===== config.mk =====
export PLATFORM = sky130hd
export DESIGN_NAME = flash_wprot
export DESIGN_NICKNAME = d
export VERILOG_FILES = /design/src/rtl/fwp_pkg.sv /design/src/rtl/fwp_setting_reg.sv /design/src/rtl/fwp_range.sv /design/src/rtl/fwp_gate.sv /design/src/rtl/flash_wprot.sv
export SDC_FILE = /design/constraint.sdc
export NUM_CORES = 1
export LEC_CHECK = 0
export BUFFER_PORTS_ARGS = -buffer_cell sky130_fd_sc_hd__buf_4
export CAP_MARGIN = 0
export CORE_MARGIN = 1
export CORE_UTILIZATION = 40
export DETAILED_ROUTE_END_ITERATION = 6
export PLACE_DENSITY = 0.83
export SYNTH_ARGS = -nofsm -noshare
export SYNTH_HDL_FRONTEND = slang
export SYNTH_SLANG_ARGS = --single-unit

===== constraint.sdc =====
create_clock -name clk -period 5.9 [get_ports clk]
set_clock_uncertainty 0.15 [all_clocks]
set_input_delay 0.885 -clock clk [delete_from_list [all_inputs] [get_ports clk]]
set_output_delay 0.885 -clock clk [all_outputs]
set_load 0.1 [all_outputs]

===== src/rtl/fwp_pkg.sv =====
package fwp_pkg;
   typedef enum logic [1:0] {
      OP_READ  = 2'b00,
      OP_PROG  = 2'b01,
      OP_ERASE = 2'b10,
      OP_RSVD  = 2'b11
   } fwp_op_e;

   function automatic logic op_modifies(input fwp_op_e op);
      return (op == OP_PROG) || (op == OP_ERASE);
   endfunction
endpackage


===== src/rtl/fwp_setting_reg.sv =====
module fwp_setting_reg #(
   parameter int ADDR_W = 16,
   parameter int DATA_W = 8,
   parameter logic [ADDR_W-1:0] REG_ADDR = 16'hFE09,
   parameter logic [DATA_W-1:0] RST_VAL  = '0
) (
   input  logic              clk,
   input  logic              rst_n,
   input  logic              sel,
   input  logic              we,
   input  logic [ADDR_W-1:0] addr,
   input  logic [DATA_W-1:0] wdata,
   output logic [DATA_W-1:0] rdata,
   output logic [DATA_W-1:0] setting
);
   logic hit;
   logic wr_hit;

   assign hit    = sel && (addr == REG_ADDR);
   assign wr_hit = hit && we;

   always_ff @(posedge clk or negedge rst_n) begin
      if (!rst_n)      setting <= RST_VAL;
      else if (wr_hit) setting <= wdata;
   end

   assign rdata = (hit && !we) ? setting : '0;

   // a write lands at the next edge, and nothing else changes the setting
   assert_write_lands_R2: assert property (@(posedge clk) disable iff (!rst_n)
      $past(wr_hit && rst_n) |-> setting == $past(wdata));
   assert_hold_R11: assert property (@(posedge clk) disable iff (!rst_n)
      $past(!wr_hit && rst_n) |-> $stable(setting));
endmodule


===== src/rtl/fwp_range.sv =====
module fwp_range #(
   parameter int ADDR_W = 16,
   parameter int DATA_W = 8,
   parameter logic [ADDR_W-1:0] FLASH_BASE = 16'h7000,
   parameter logic [DATA_W-1:0] NONE_MIN   = 8'hF0,
   parameter int VEC_BYTES = 48
) (
   input  logic [DATA_W-1:0] setting,
   input  logic [ADDR_W-1:0] addr,
   output logic              locked
);
   localparam int PAGE_SH = ADDR_W - (DATA_W - 1);
   localparam logic [ADDR_W-1:0] TOP_ADDR = {ADDR_W{1'b1}};

   logic [ADDR_W-1:0] start;
   logic in_flash;
   logic none_band;
   logic vec_hit;

   assign start     = {setting[DATA_W-1:1], {PAGE_SH{1'b0}}};
   assign in_flash  = addr >= FLASH_BASE;
   assign none_band = setting >= NONE_MIN;

   generate
      if (VEC_BYTES > 0) begin : g_vec
         localparam logic [ADDR_W-1:0] VEC_LO = TOP_ADDR - ADDR_W'(VEC_BYTES - 1);
         assign vec_hit = addr >= VEC_LO;
      end else begin : g_novec
         assign vec_hit = 1'b0;
      end
   endgenerate

   assign locked = in_flash && (vec_hit || (!none_band && (addr >= start)));
endmodule


===== src/rtl/fwp_gate.sv =====
module fwp_gate #(
   parameter int ADDR_W = 16
) (
   input  logic              clk,
   input  logic              rst_n,
   input  logic              req_valid,
   input  logic [1:0]        req_op,
   input  logic [ADDR_W-1:0] req_addr,
   input  logic              locked,
   output logic              req_grant,
   output logic              req_reject,
   output logic              fc_valid,
   output logic [1:0]        fc_op,
   output logic [ADDR_W-1:0] fc_addr
);
   import fwp_pkg::*;

   fwp_op_e op;
   logic    modifies;

   assign op         = fwp_op_e'(req_op);
   assign modifies   = op_modifies(op);
   assign req_reject = req_valid && modifies && locked;
   assign req_grant  = req_valid && !(modifies && locked);
   assign fc_valid   = req_grant;
   assign fc_op      = req_op;
   assign fc_addr    = req_addr;

   // a blocked command never reaches the flash controller
   assert_reject_blocks_R10: assert property (@(posedge clk) disable iff (!rst_n)
      req_reject |-> !fc_valid && !req_grant);
   // grant and reject are never raised together
   assert_flags_excl_R10: assert property (@(posedge clk) disable iff (!rst_n)
      !(req_grant && req_reject));
endmodule


===== src/rtl/flash_wprot.sv =====
module flash_wprot #(
   parameter int ADDR_W = 16,
   parameter int DATA_W = 8,
   parameter logic [ADDR_W-1:0] FLASH_BASE = 16'h7000,
   parameter logic [ADDR_W-1:0] REG_ADDR   = 16'hFE09,
   parameter logic [DATA_W-1:0] NONE_MIN   = 8'hF0,
   parameter int VEC_BYTES = 48
) (
   input  logic              clk,
   input  logic              rst_n,
   input  logic              bus_sel,
   input  logic              bus_we,
   input  logic [ADDR_W-1:0] bus_addr,
   input  logic [DATA_W-1:0] bus_wdata,
   output logic [DATA_W-1:0] bus_rdata,
   input  logic              req_valid,
   input  logic [1:0]        req_op,
   input  logic [ADDR_W-1:0] req_addr,
   output logic              req_grant,
   output logic              req_reject,
   output logic              fc_valid,
   output logic [1:0]        fc_op,
   output logic [ADDR_W-1:0] fc_addr
);
   localparam int PAGE_SH = ADDR_W - (DATA_W - 1);
   localparam logic [ADDR_W-1:0] VEC_LO = {ADDR_W{1'b1}} - ADDR_W'(VEC_BYTES - 1);

   generate
      if (PAGE_SH < 1) begin : g_bad_width
         $error("flash_wprot: ADDR_W must exceed DATA_W - 1");
      end
      if (VEC_BYTES < 1 || VEC_BYTES > (1 << PAGE_SH)) begin : g_bad_vec
         $error("flash_wprot: VEC_BYTES must lie within one protect page");
      end
   endgenerate

   logic [DATA_W-1:0] setting;
   logic              locked;

   fwp_setting_reg #(
      .ADDR_W(ADDR_W), .DATA_W(DATA_W), .REG_ADDR(REG_ADDR), .RST_VAL('0)
   ) u_reg (
      .clk(clk), .rst_n(rst_n), .sel(bus_sel), .we(bus_we), .addr(bus_addr),
      .wdata(bus_wdata), .rdata(bus_rdata), .setting(setting)
   );

   fwp_range #(
      .ADDR_W(ADDR_W), .DATA_W(DATA_W), .FLASH_BASE(FLASH_BASE),
      .NONE_MIN(NONE_MIN), .VEC_BYTES(VEC_BYTES)
   ) u_range (
      .setting(setting), .addr(req_addr), .locked(locked)
   );

   fwp_gate #(.ADDR_W(ADDR_W)) u_gate (
      .clk(clk), .rst_n(rst_n), .req_valid(req_valid), .req_op(req_op),
      .req_addr(req_addr), .locked(locked), .req_grant(req_grant),
      .req_reject(req_reject), .fc_valid(fc_valid), .fc_op(fc_op), .fc_addr(fc_addr)
   );

   // the vector region is locked for every setting
   assert_vector_lock_R7: assert property (@(posedge clk) disable iff (!rst_n)
      (req_valid && (req_op == 2'b01 || req_op == 2'b10) && req_addr >= VEC_LO)
      |-> req_reject);
   // reads and reserved codes always pass
   assert_read_free_R9: assert property (@(posedge clk) disable iff (!rst_n)
      (req_valid && (req_op == 2'b00 || req_op == 2'b11)) |-> req_grant);
   // addresses below the flash are never blocked
   assert_outside_free_R8: assert property (@(posedge clk) disable iff (!rst_n)
      (req_valid && req_addr < FLASH_BASE) |-> !req_reject);
   // no request, no flags
   assert_idle_quiet_R10: assert property (@(posedge clk) disable iff (!rst_n)
      !req_valid |-> !req_grant && !req_reject && !fc_valid);
endmodule


==> qor.yml, run 1 <==
run_status:
  outcome: "complete, no violations"
place:
  dp_hpwl_mm: 1.87
  port_buffers: 75
  place_inst: 172
  place_ws_ns: 2.00
  place_area_um2: 1290
  gp_congestion: 0.749
clocking:
  clk_latency_ns: 0.26
  cts.hold.buffers_added: 0
  post_cts_buffers: 0
  cts_made_buffers: 3
  clockBufferDepth: 2
  cts_tree: "built"
  post_cts_resized: 0
  path_clk_slew_ns: 0.05
  htreeDepth: 1
  cts.sinks: 8
  root_buffer: "clkbuf_4"
synth:
  synth_nets: 144
  synth_adder_area_share_pct: 10.3
  yosys.area.top_type: "dfrtp_1"
  syn-cell-area_um2: 851
  yosysTopAreaCellShare_pct: 23.5
  ys_ff_latch: 8
  yosys.area_share.simple_pct: 24.0
  synthXorXnorAreaFrac_pct: 1.03
  syn_area_per_cell_um2: 9.45
  yosysUniqueCellTypes: 28
  synth_compound_area_share_pct: 5.44
  synth_top_family_by_area: "simple AND/OR/NAND/NOR gates"
  synth_area_leaders: "dfrtp_1 24%, buf_4 17%, mux2_4 14%"
  synthMuxAreaShare_pct: 14.1
  yosysSeqAreaShare_pct: 23.5
  syn_inst: 90
  ys_warn_count: 0
worst_setup_path:
  cp-end-kind: "output port"
  startpoint: "bus_addr[14]"
  cp_common_cell: "buf_4"
  crit_cells: 6
  rr_worst_depth: 1
  cp-start-kind: "primary input"
  crit_end: "bus_rdata[2]"
  r2r-start: "u_reg.setting[6]$_DFFE_PN0P_"
  crit_type: "primary input to output port"
  critPathTopFamily: "simple AND/OR/NAND/NOR gates"
  arrival_ns: 2.85
  r2r_end: "u_reg.setting[6]$_DFFE_PN0P_"
  crit_required_ns: 4.87
  cpPeakStageDelay_ns: 0.79
  worstPathMaxFanout: 8
  slowest_stage: "nor4_1"
  reg2reg_slack_ns: 4.94
  worst-path-buf-inv: 2
  path_cells: "buf_4 -> nand4_1 -> or4b_1 -> nor4_1 -> and2_1 -> buf_4"
sta:
  hold_viol_final: 0
  setup_tns_ns: 0
  worst_slew_pin_slew_ns: 0.903
  clock.fmax_mhz: 257
  period_needed_ns: 3.88
  setup_violations: 0
  slew_headroom_pct: 39.2
  fin_crit_sh_pct: 65.8
  rsz0062_at_grt: "no"
  fin_ws_ns: 2.02
  slew_viol_final: 0
layout:
  top_register: "u_reg.setting"
  reg.largest.list: "u_reg.setting x8"
  syn_to_final_growth_pct: 54.7
  final_cell_mix: "75 x buf_4, 8 x inv_1, 8 x and2_1, 8 x mux2_4, 8 x dfrtp_1"
  drive_gt1_share_pct: 58.8
  final_common_cell: "buf_4"
  n_antenna_cell: 0
  final_cells: 175
  fillCellCount: 173
  largest_reg_flops: 8
  fin_area_um2: 1320
  final_nets: 204
global_routing:
  grt_pass1_vias: 807
  grt.overflow.total: 0
  grtUsageTotal_pct: 19.4
  grt_antenna_before_repair: 0
  grt_pass1_wl_mm: 2.99
  grt_start_max_net_pins: 9
hold_path:
  min-delay-path-class: "primary input to async pin"
pwr:
  leakagePower_nw: 0.696
  ir_drop_mv: 0.0877
  p_per_area_nw_per_um2: 156
routing:
  ant_nets: 0
  routed_via_density: 5.09
  drc: 0
  avgRoutedWirePerCell_um: 12.2
  via_count: 891
  drt_wl_total_mm: 2.14
  dr.first_iter.drc_count: 3
  drt_first_pass_iters: 4
floorplanning:
  core.rowCount: 16
  initial_utilization_pct: 42.9
  die_w_um: 48.1
  die_h_um: 48.1
  io_pins: 76
  die_area_um2: 2320
  core_area_um2: 1980
flow_run:
  cap_violations: 0
-- cells in the mapped netlist --
| cell | n |
|---|---|
| ha_1 | 7 |
| nand3b_1 | 1 |
| inv_1 | 8 |
| nor3b_1 | 1 |
| or3_1 | 1 |
| o21ai_0 | 1 |
| nand4_1 | 4 |
| a21oi_1 | 2 |
| or4b_1 | 1 |
| nor2_1 | 1 |
| o21bai_1 | 1 |
| dfrtp_1 | 8 |
| buf_6 | 1 |
| xor2_1 | 1 |
| a211oi_1 | 1 |
| and2_1 | 8 |
| mux2_4 | 8 |
| nor4b_1 | 1 |
| nand2_1 | 1 |
| nor4_1 | 4 |
| or4_1 | 2 |
| or4_4 | 1 |
| o221ai_1 | 1 |
| nand3_1 | 3 |
| o21a_1 | 1 |
| buf_4 | 19 |
| and3_1 | 1 |
| nand4b_1 | 1 |
-- area by class of cell --
| cell class | count | area (um^2) | share of cell area (%) |
|---|---|---|---|
| sequential | 8 | 200 | 15.2 |
| clock buffer | 3 | 22.5 | 1.71 |
| inverter | 8 | 30.0 | 2.28 |
| tap | 27 | 33.8 | 2.57 |
| multi-input combinational | 54 | 467 | 35.5 |
| timing repair buffer | 75 | 563 | 42.8 |
-- cell families (layout without fill, tap and decap cells) --
| family | count (synthesis) | in the layout |
|---|---|---|
| AO/OA/AOI/OAI | 7 | 7 |
| AND/OR/NAND/NOR | 31 | 31 |
| multiplexers | 8 | 8 |
| XOR/XNOR | 1 | 1 |
| buffers and inverters | 28 | 86 |
| flip-flops | 8 | 8 |
| adder cells (fa/ha/maj) | 7 | 7 |
-- worst min-delay path by stage --
stage                                 startpoint                      endpoint  slack (ns)  depth (start not counted)
finish                                     rst_n  u_reg.setting[3]$_DFFE_PN0P_        0.28                          1
global route                               rst_n  u_reg.setting[2]$_DFFE_PN0P_        0.28                          1
CTS                                        rst_n  u_reg.setting[3]$_DFFE_PN0P_        0.28                          1
detailed placement  u_reg.setting[0]$_DFFE_PN0P_  u_reg.setting[0]$_DFFE_PN0P_        0.35                          1
global placement    u_reg.setting[0]$_DFFE_PN0P_  u_reg.setting[0]$_DFFE_PN0P_        0.34                          1
floorplan           u_reg.setting[0]$_DFFE_PN0P_  u_reg.setting[0]$_DFFE_PN0P_        0.32                          1
-- report_power, final --
group          switching, mW  total, mW  internal, mW  leakage, nW
registers         0.00000973     0.0550        0.0550        0.112
logic                 0.0749      0.109        0.0343        0.571
clock network         0.0184     0.0417        0.0233       0.0138
total                 0.0933      0.206         0.113        0.696
-- metrics by stage --
| stage | util [%] | total power [mW] | hold slack (ns) |
|---|---|---|---|
| after global placement | 65.3 | 0.164 | 0.341 |
| after CTS | 66.4 | 0.208 | 0.277 |
| after detailed placement | 65.3 | 0.165 | 0.351 |
| final | 66.4 | 0.206 | 0.282 |
| after global routing | 66.4 | 0.214 | 0.282 |
| after floorplan | - | 0.134 | 0.323 |
-- metal layers --
metal | up-vias | track usage (%) | wire length [um]
li1 | 422 | - | -
met1 | 394 | 18.4 | 802
met2 | 70 | 38.6 | 1070
met3 | 5 | 4.81 | 231
met4 | 0 | 8.33 | 34
met5 | - | 0 | 0
No activity file was read; power rests on OpenSTA's default activity.
==> inputs of run 2 (changes only) <==
--- a/config.mk
+++ b/config.mk
@@ -5,12 +5,13 @@
 export SDC_FILE = /design/constraint.sdc
 export NUM_CORES = 1
 export LEC_CHECK = 0
+export ABC_AREA = 1
 export BUFFER_PORTS_ARGS = -buffer_cell sky130_fd_sc_hd__buf_4
 export CAP_MARGIN = 0
 export CORE_MARGIN = 1
-export CORE_UTILIZATION = 40
+export CORE_UTILIZATION = 39
 export DETAILED_ROUTE_END_ITERATION = 6
-export PLACE_DENSITY = 0.83
+export PLACE_DENSITY = 0.78
 export SYNTH_ARGS = -nofsm -noshare
 export SYNTH_HDL_FRONTEND = slang
 export SYNTH_SLANG_ARGS = --single-unit
==> constraint.sdc (replaced) <==
create_clock -name clk -period 4 [get_ports clk]
set_clock_uncertainty 0.15 [all_clocks]
set_input_delay 0.6 -clock clk [delete_from_list [all_inputs] [get_ports clk]]
set_output_delay 0.6 -clock clk [all_outputs]
set_load 0.1 [all_outputs]
==> qor.yml, run 2 <==
worst_setup_path:
  cp_common_cell: "nand2_1"
  startpoint: "req_addr[15]"
  cp-start-kind: "primary input"
  crit_type: "primary input to output port"
  r2r-start: "u_reg.setting[1]$_DFFE_PN0P_"
  critPathTopFamily: "buffers and inverters"
  reg2reg_slack_ns: 3.17
  worst-path-buf-inv: 4
  worstPathMaxFanout: 4
  path_cells: "buf_4 -> ha_1 -> nand2_1 -> inv_1 -> nand2_1 -> inv_1 -> o21ai_0 -> nand3_1 -> nand2_1 -> nand2_1 -> a21oi_2 -> buf_4"
  slowest_stage: "buf_4"
  r2r_end: "u_reg.setting[1]$_DFFE_PN0P_"
  crit_cells: 12
  arrival_ns: 1.99
  cpPeakStageDelay_ns: 0.31
  cp-end-kind: "output port"
  crit_required_ns: 3.25
  rr_worst_depth: 2
  crit_end: "fc_valid"
floorplanning:
  die_w_um: 50.9
  io_pins: 76
  core_area_um2: 2230
  initial_utilization_pct: 41.7
  die_area_um2: 2590
  core.rowCount: 17
  die_h_um: 50.9
routing:
  drc: 0
  highest_layer: "met4"
  wl_met3_um: 144
  drt-met1-wl_um: 815
  drt_first_pass_iters: 4
  dr.first_iter.drc_count: 11
  ant_nets: 0
  drt_wl_total_mm: 2.12
  via_count: 1016
  avgRoutedWirePerCell_um: 9.32
  routed_via_density: 4.48
  wl_met2_mm: 1.13
clocking:
  clockBufferDepth: 2
  path_clk_slew_ns: 0.05
  cts.sinks: 8
  cts_made_buffers: 3
  root_buffer: "clkbuf_4"
  htreeDepth: 1
  cts_tree: "built"
  post_cts_buffers: 0
  clk_latency_ns: 0.25
sta:
  setup_tns_ns: 0
  period_needed_ns: 2.74
  setup_violations: 0
  rsz0062_at_grt: "no"
  holdWs_ns: 0.337
  slew_viol_final: 0
  clock.fmax_mhz: 365
  fin_crit_sh_pct: 68.5
  slew_headroom_pct: 64.8
  worst_slew_pin_slew_ns: 0.527
  hold_viol_final: 0
layout:
  multi_input_area_um2: 462
  final_cell_mix: "75 x buf_4, 32 x inv_1, 27 x nand2_1"
  top_register: "u_reg.setting"
  final_core_util_pct: 63.2
  fillCellCount: 215
  n_antenna_cell: 0
  final_common_cell: "buf_4"
  seqCellArea_um2: 200
  syn_to_final_growth_pct: 51.5
  reg.largest.list: "u_reg.setting x8"
  drive_gt1_share_pct: 46.2
  final_nets: 255
  largest_reg_flops: 8
synth:
  synth_nets: 194
  synth.top_cells.by_count: "32 x inv_1, 27 x nand2_1, 20 x nor2_1"
  yosysUniqueCellTypes: 18
  yosysTopAreaCellShare_pct: 21.5
  syn_area_per_cell_um2: 6.66
  synth_area_leaders: "dfrtp_1 21%, buf_4 15%, inv_1 13%"
  synthFlopType: "dfrtp_1"
  ys_ff_latch: 8
  syn_inst: 140
  synth_most_common_cell: "inv_1"
  synth-edff-count: 0
  async_reset_ff_share_pct: 100
  ys_warn_count: 0
  yosysSeqAreaShare_pct: 21.5
  syn-cell-area_um2: 932
  yosys.area.top_type: "dfrtp_1"
pwr:
  p_per_area_nw_per_um2: 220
  ir_drop_mv: 0.145
  leakagePower_nw: 0.815
  power_mw: 0.311
place:
  gp_congestion: 0.769
  dp_hpwl_mm: 1.87
  port_buffers: 75
run_status:
  outcome: "complete, no violations"
global_routing:
  grt_pass1_wl_mm: 3.33
  grt_start_max_net_pins: 17
  grt_antenna_before_repair: 0
  grt_pass1_vias: 917
  grtUsageTotal_pct: 16.9
  grt.overflow.total: 0
hold_path:
  min-delay-path-class: "register to register"
flow_run:
  cap_violations: 0
## run 2: cell types whose count changed after synthesis, sizes merged, moves of 8 or more
cell,change
and2,-8
o21ai,+9
mux2,-8
inv,+24
nor2,+19
nand2,+28
## run 2: worst min path at each step
stage                                    to                    startpoint  depth (start not counted)
2_1_floorplan  u_reg.setting[0]$_DFFE_PN0P_                         rst_n                          0
3_3_place_gp   u_reg.setting[0]$_DFFE_PN0P_                         rst_n                          1
3_5_place_dp   u_reg.setting[0]$_DFFE_PN0P_                         rst_n                          1
4_1_cts        u_reg.setting[0]$_DFFE_PN0P_                         rst_n                          1
5_1_grt        u_reg.setting[0]$_DFFE_PN0P_  u_reg.setting[0]$_DFFE_PN0P_                          2
6_report       u_reg.setting[0]$_DFFE_PN0P_  u_reg.setting[0]$_DFFE_PN0P_                          2
## run 2: cell families after synthesis
logic type,share of synthesized area (%)
AO/OA/AOI/OAI,9.66
XOR/XNOR,0.940
adder cells (fa/ha/maj),9.40
buffers and inverters,29.4
flip-flops,21.5
AND/OR/NAND/NOR,29.1
## run 2: what timing repair did
| item | in CTS | in global routing |
|---|---|---|
| gates resized for setup | 0 | 0 |
| hold buffers | 0 | 1 |
| endpoints found under the hold margin | 0 | 4 |
## run 2: layer usage
layer  GRT usage (%)  vias up
met5               0        -
met4            7.87        0
met3            2.68        4
met2            33.8       45
met1            16.5      442
li1                -      525
## run 2: cell type report
type / instances / share of cell area [%]
tap: 28 / 2.48
inverter: 32 / 8.50
timing repair buffer: 76 / 40.6
multi-input combinational: 80 / 32.7
sequential: 8 / 14.2
clock buffer: 3 / 1.59
## run 2: power breakdown
group	leakage (nW)	internal [mW]	total [mW]	switching [mW]
registers	0.112	0.0810	0.0810	0.0000113
clock network	0.0138	0.0343	0.0608	0.0265
logic	0.689	0.0527	0.169	0.116
## run 2: through the flow
step                      worst slack, ns  cells  instance area (um^2)
after floorplan                     0.543    140                   936
after global routing                 1.07    227                  1410
final                                1.26    227                  1410
after global placement               1.30    223                  1380
after detailed placement             1.25    223                  1380
after CTS                            1.25    226                  1400
## run 2: worst register-to-register path: stages (launching register included)
cell and delay (ns):
dfrtp_1 0.40, nand2_1 0.09, o21ai_2 0.07
==> inputs of run 3 (changes only) <==
--- a/config.mk
+++ b/config.mk
@@ -5,13 +5,13 @@
 export SDC_FILE = /design/constraint.sdc
 export NUM_CORES = 1
 export LEC_CHECK = 0
-export ABC_AREA = 1
+export ABC_AREA = 0
 export BUFFER_PORTS_ARGS = -buffer_cell sky130_fd_sc_hd__buf_4
 export CAP_MARGIN = 0
 export CORE_MARGIN = 1
-export CORE_UTILIZATION = 39
+export CORE_UTILIZATION = 34
 export DETAILED_ROUTE_END_ITERATION = 6
-export PLACE_DENSITY = 0.78
+export PLACE_DENSITY = 0.75
 export SYNTH_ARGS = -nofsm -noshare
 export SYNTH_HDL_FRONTEND = slang
 export SYNTH_SLANG_ARGS = --single-unit
==> constraint.sdc (replaced) <==
create_clock -name clk -period 2.5 [get_ports clk]
set_clock_uncertainty 0.15 [all_clocks]
set_input_delay 0.375 -clock clk [delete_from_list [all_inputs] [get_ports clk]]
set_output_delay 0.375 -clock clk [all_outputs]
set_load 0.1 [all_outputs]
==> qor.yml, run 3 (synthesis results as in run 1) <==
floorplanning:
  die_w_um: 52.0
  die_h_um: 52.0
  die_area_um2: 2710
  core.rowCount: 17
  initial_utilization_pct: 37.4
  core_area_um2: 2280
  io_pins: 76
hold_path:
  min-delay-path-class: "primary input to register"
routing:
  avgRoutedWirePerCell_um: 12.7
  routed_via_density: 4.91
  ant_nets: 0
  dr.first_iter.drc_count: 3
  drt_wl_total_mm: 2.36
  drc: 0
  via_count: 913
  drt_first_pass_iters: 3
worst_setup_path:
  cp-start-kind: "register"
  slowest_stage: "dfrtp_1"
  crit_type: "register to output port"
  crit_required_ns: 1.98
  cpPeakStageDelay_ns: 0.35
  cp-end-kind: "output port"
  arrival_ns: 2.00
  worstPathMaxFanout: 2
  cp_common_cell: "nor4_4"
  path_cells: "inv_2 -> ha_4 -> nand4_1 -> buf_4 -> nor4_4 -> nor4_4 -> nor3b_4 -> buf_12"
global_routing:
  grt_pass1_wl_mm: 3.43
  grt_pass1_vias: 888
  grt.overflow.total: 0
  grtUsageTotal_pct: 16.8
  grt_start_max_net_pins: 9
  grt_antenna_before_repair: 0
place:
  gp_congestion: 0.692
  place_ws_ns: -0.00701
  port_buffers: 75
  dp_hpwl_mm: 1.79
  place_inst: 176
sta:
  rsz0062_at_grt: "yes"
  fin_crit_sh_pct: 101
  holdWs_ns: 0.206
  fin_ws_ns: -0.0264
  clock.fmax_mhz: 396
  slew_headroom_pct: 70.3
  worst_slew_pin_slew_ns: 0.446
  setup_violations: 1
  slew_viol_final: 0
  period_needed_ns: 2.53
  hold_viol_final: 0
layout:
  largest_reg_flops: 8
  final_cell_mix: "73 x buf_4, 8 x mux2_4, 8 x buf_6, 8 x dfrtp_1, 7 x and2_2"
  syn_to_final_growth_pct: 87.4
  drive_gt1_share_pct: 75.9
  n_antenna_cell: 0
  final_core_util_pct: 70.0
  final_common_cell: "buf_4"
  reg.largest.list: "u_reg.setting x8"
  final_nets: 214
  final_cells: 186
  top_register: "u_reg.setting"
clocking:
  clk_latency_ns: 0.25
  root_buffer: "clkbuf_4"
  cts.sinks: 8
  clockBufferDepth: 2
  cts_tree: "built"
  htreeDepth: 1
  cts_made_buffers: 3
  path_clk_slew_ns: 0.06
pwr:
  p_per_area_nw_per_um2: 323
  ir_drop_mv: 0.278
  leakagePower_nw: 0.802
  power_mw: 0.515
run_status:
  outcome: "finished, violations left"
  violations: "negative setup slack"
flow_run:
  cap_violations: 0
## run 3: worst max-delay path: cells and delay by family (launching register included)
| kind | cells | cell delay, ns |
|---|---|---|
| AND/OR/NAND/NOR | 4 | 0.73 |
| buffers and inverters | 3 | 0.41 |
| flip-flops | 1 | 0.35 |
| adder cells (fa/ha/maj) | 1 | 0.26 |
## run 3: layout make-up
class	instances	area [um^2]
Timing Repair Buffer	85	708
Sequential cell	8	200
Multi-Input combinational cell	54	598
Inverter	8	30.0
Tap cell	28	35.0
Fill cell	178	682
Clock buffer	3	22.5
## run 3: per-layer routing
| metal | global-route usage, % | wire length, um | vias to the layer above |
|---|---|---|---|
| met3 | 2.63 | 225 | 0 |
| li1 | - | - | 442 |
| met2 | 32.5 | 1270 | 62 |
| met1 | 18.5 | 862 | 409 |
| met5 | 0 | 0 | - |
| met4 | 4.05 | 0 | 0 |
## run 3: path summary, 6_finish.rpt
path	start	end	slack (ns)	cells after the start
min	bus_wdata[2]	u_reg.setting[2]$_DFFE_PN0P_	0.21	2
max	u_reg.setting[6]$_DFFE_PN0P_	req_reject	-0.03	8
max reg2reg	u_reg.setting[6]$_DFFE_PN0P_	u_reg.setting[6]$_DFFE_PN0P_	1.46	2
min reg2reg	u_reg.setting[0]$_DFFE_PN0P_	u_reg.setting[0]$_DFFE_PN0P_	0.37	1
max in group asynchronous	rst_n	u_reg.setting[4]$_DFFE_PN0P_	1.71	2
min in group asynchronous	rst_n	u_reg.setting[0]$_DFFE_PN0P_	0.36	2
## run 3: stage by stage
step / area [um^2] / setup TNS, ns
finish: 1590 / -0.0264
global route: 1590 / -0.265
CTS: 1520 / -0.0147
detailed placement: 1370 / -0.0140
global placement: 1370 / 0
floorplan: 913 / -0.701
## run 3: power breakdown
| group | switching [mW] | internal [mW] | total (mW) | leakage, nW |
|---|---|---|---|---|
| clock | 0.0413 | 0.0548 | 0.0960 | 0.0138 |
| combinational | 0.188 | 0.101 | 0.289 | 0.676 |
| sequential | 0.0000155 | 0.130 | 0.130 | 0.112 |
| total | 0.229 | 0.285 | 0.515 | 0.802 |
## run 3: repair_timing
action                                  4_1_cts  5_1_grt
pin swaps                                     5        2
resized for setup                            12       17
endpoints found under the setup margin        3       11
hold buffers                                  1        0
buffers inserted                              6        0
endpoints found under the hold margin         8        0
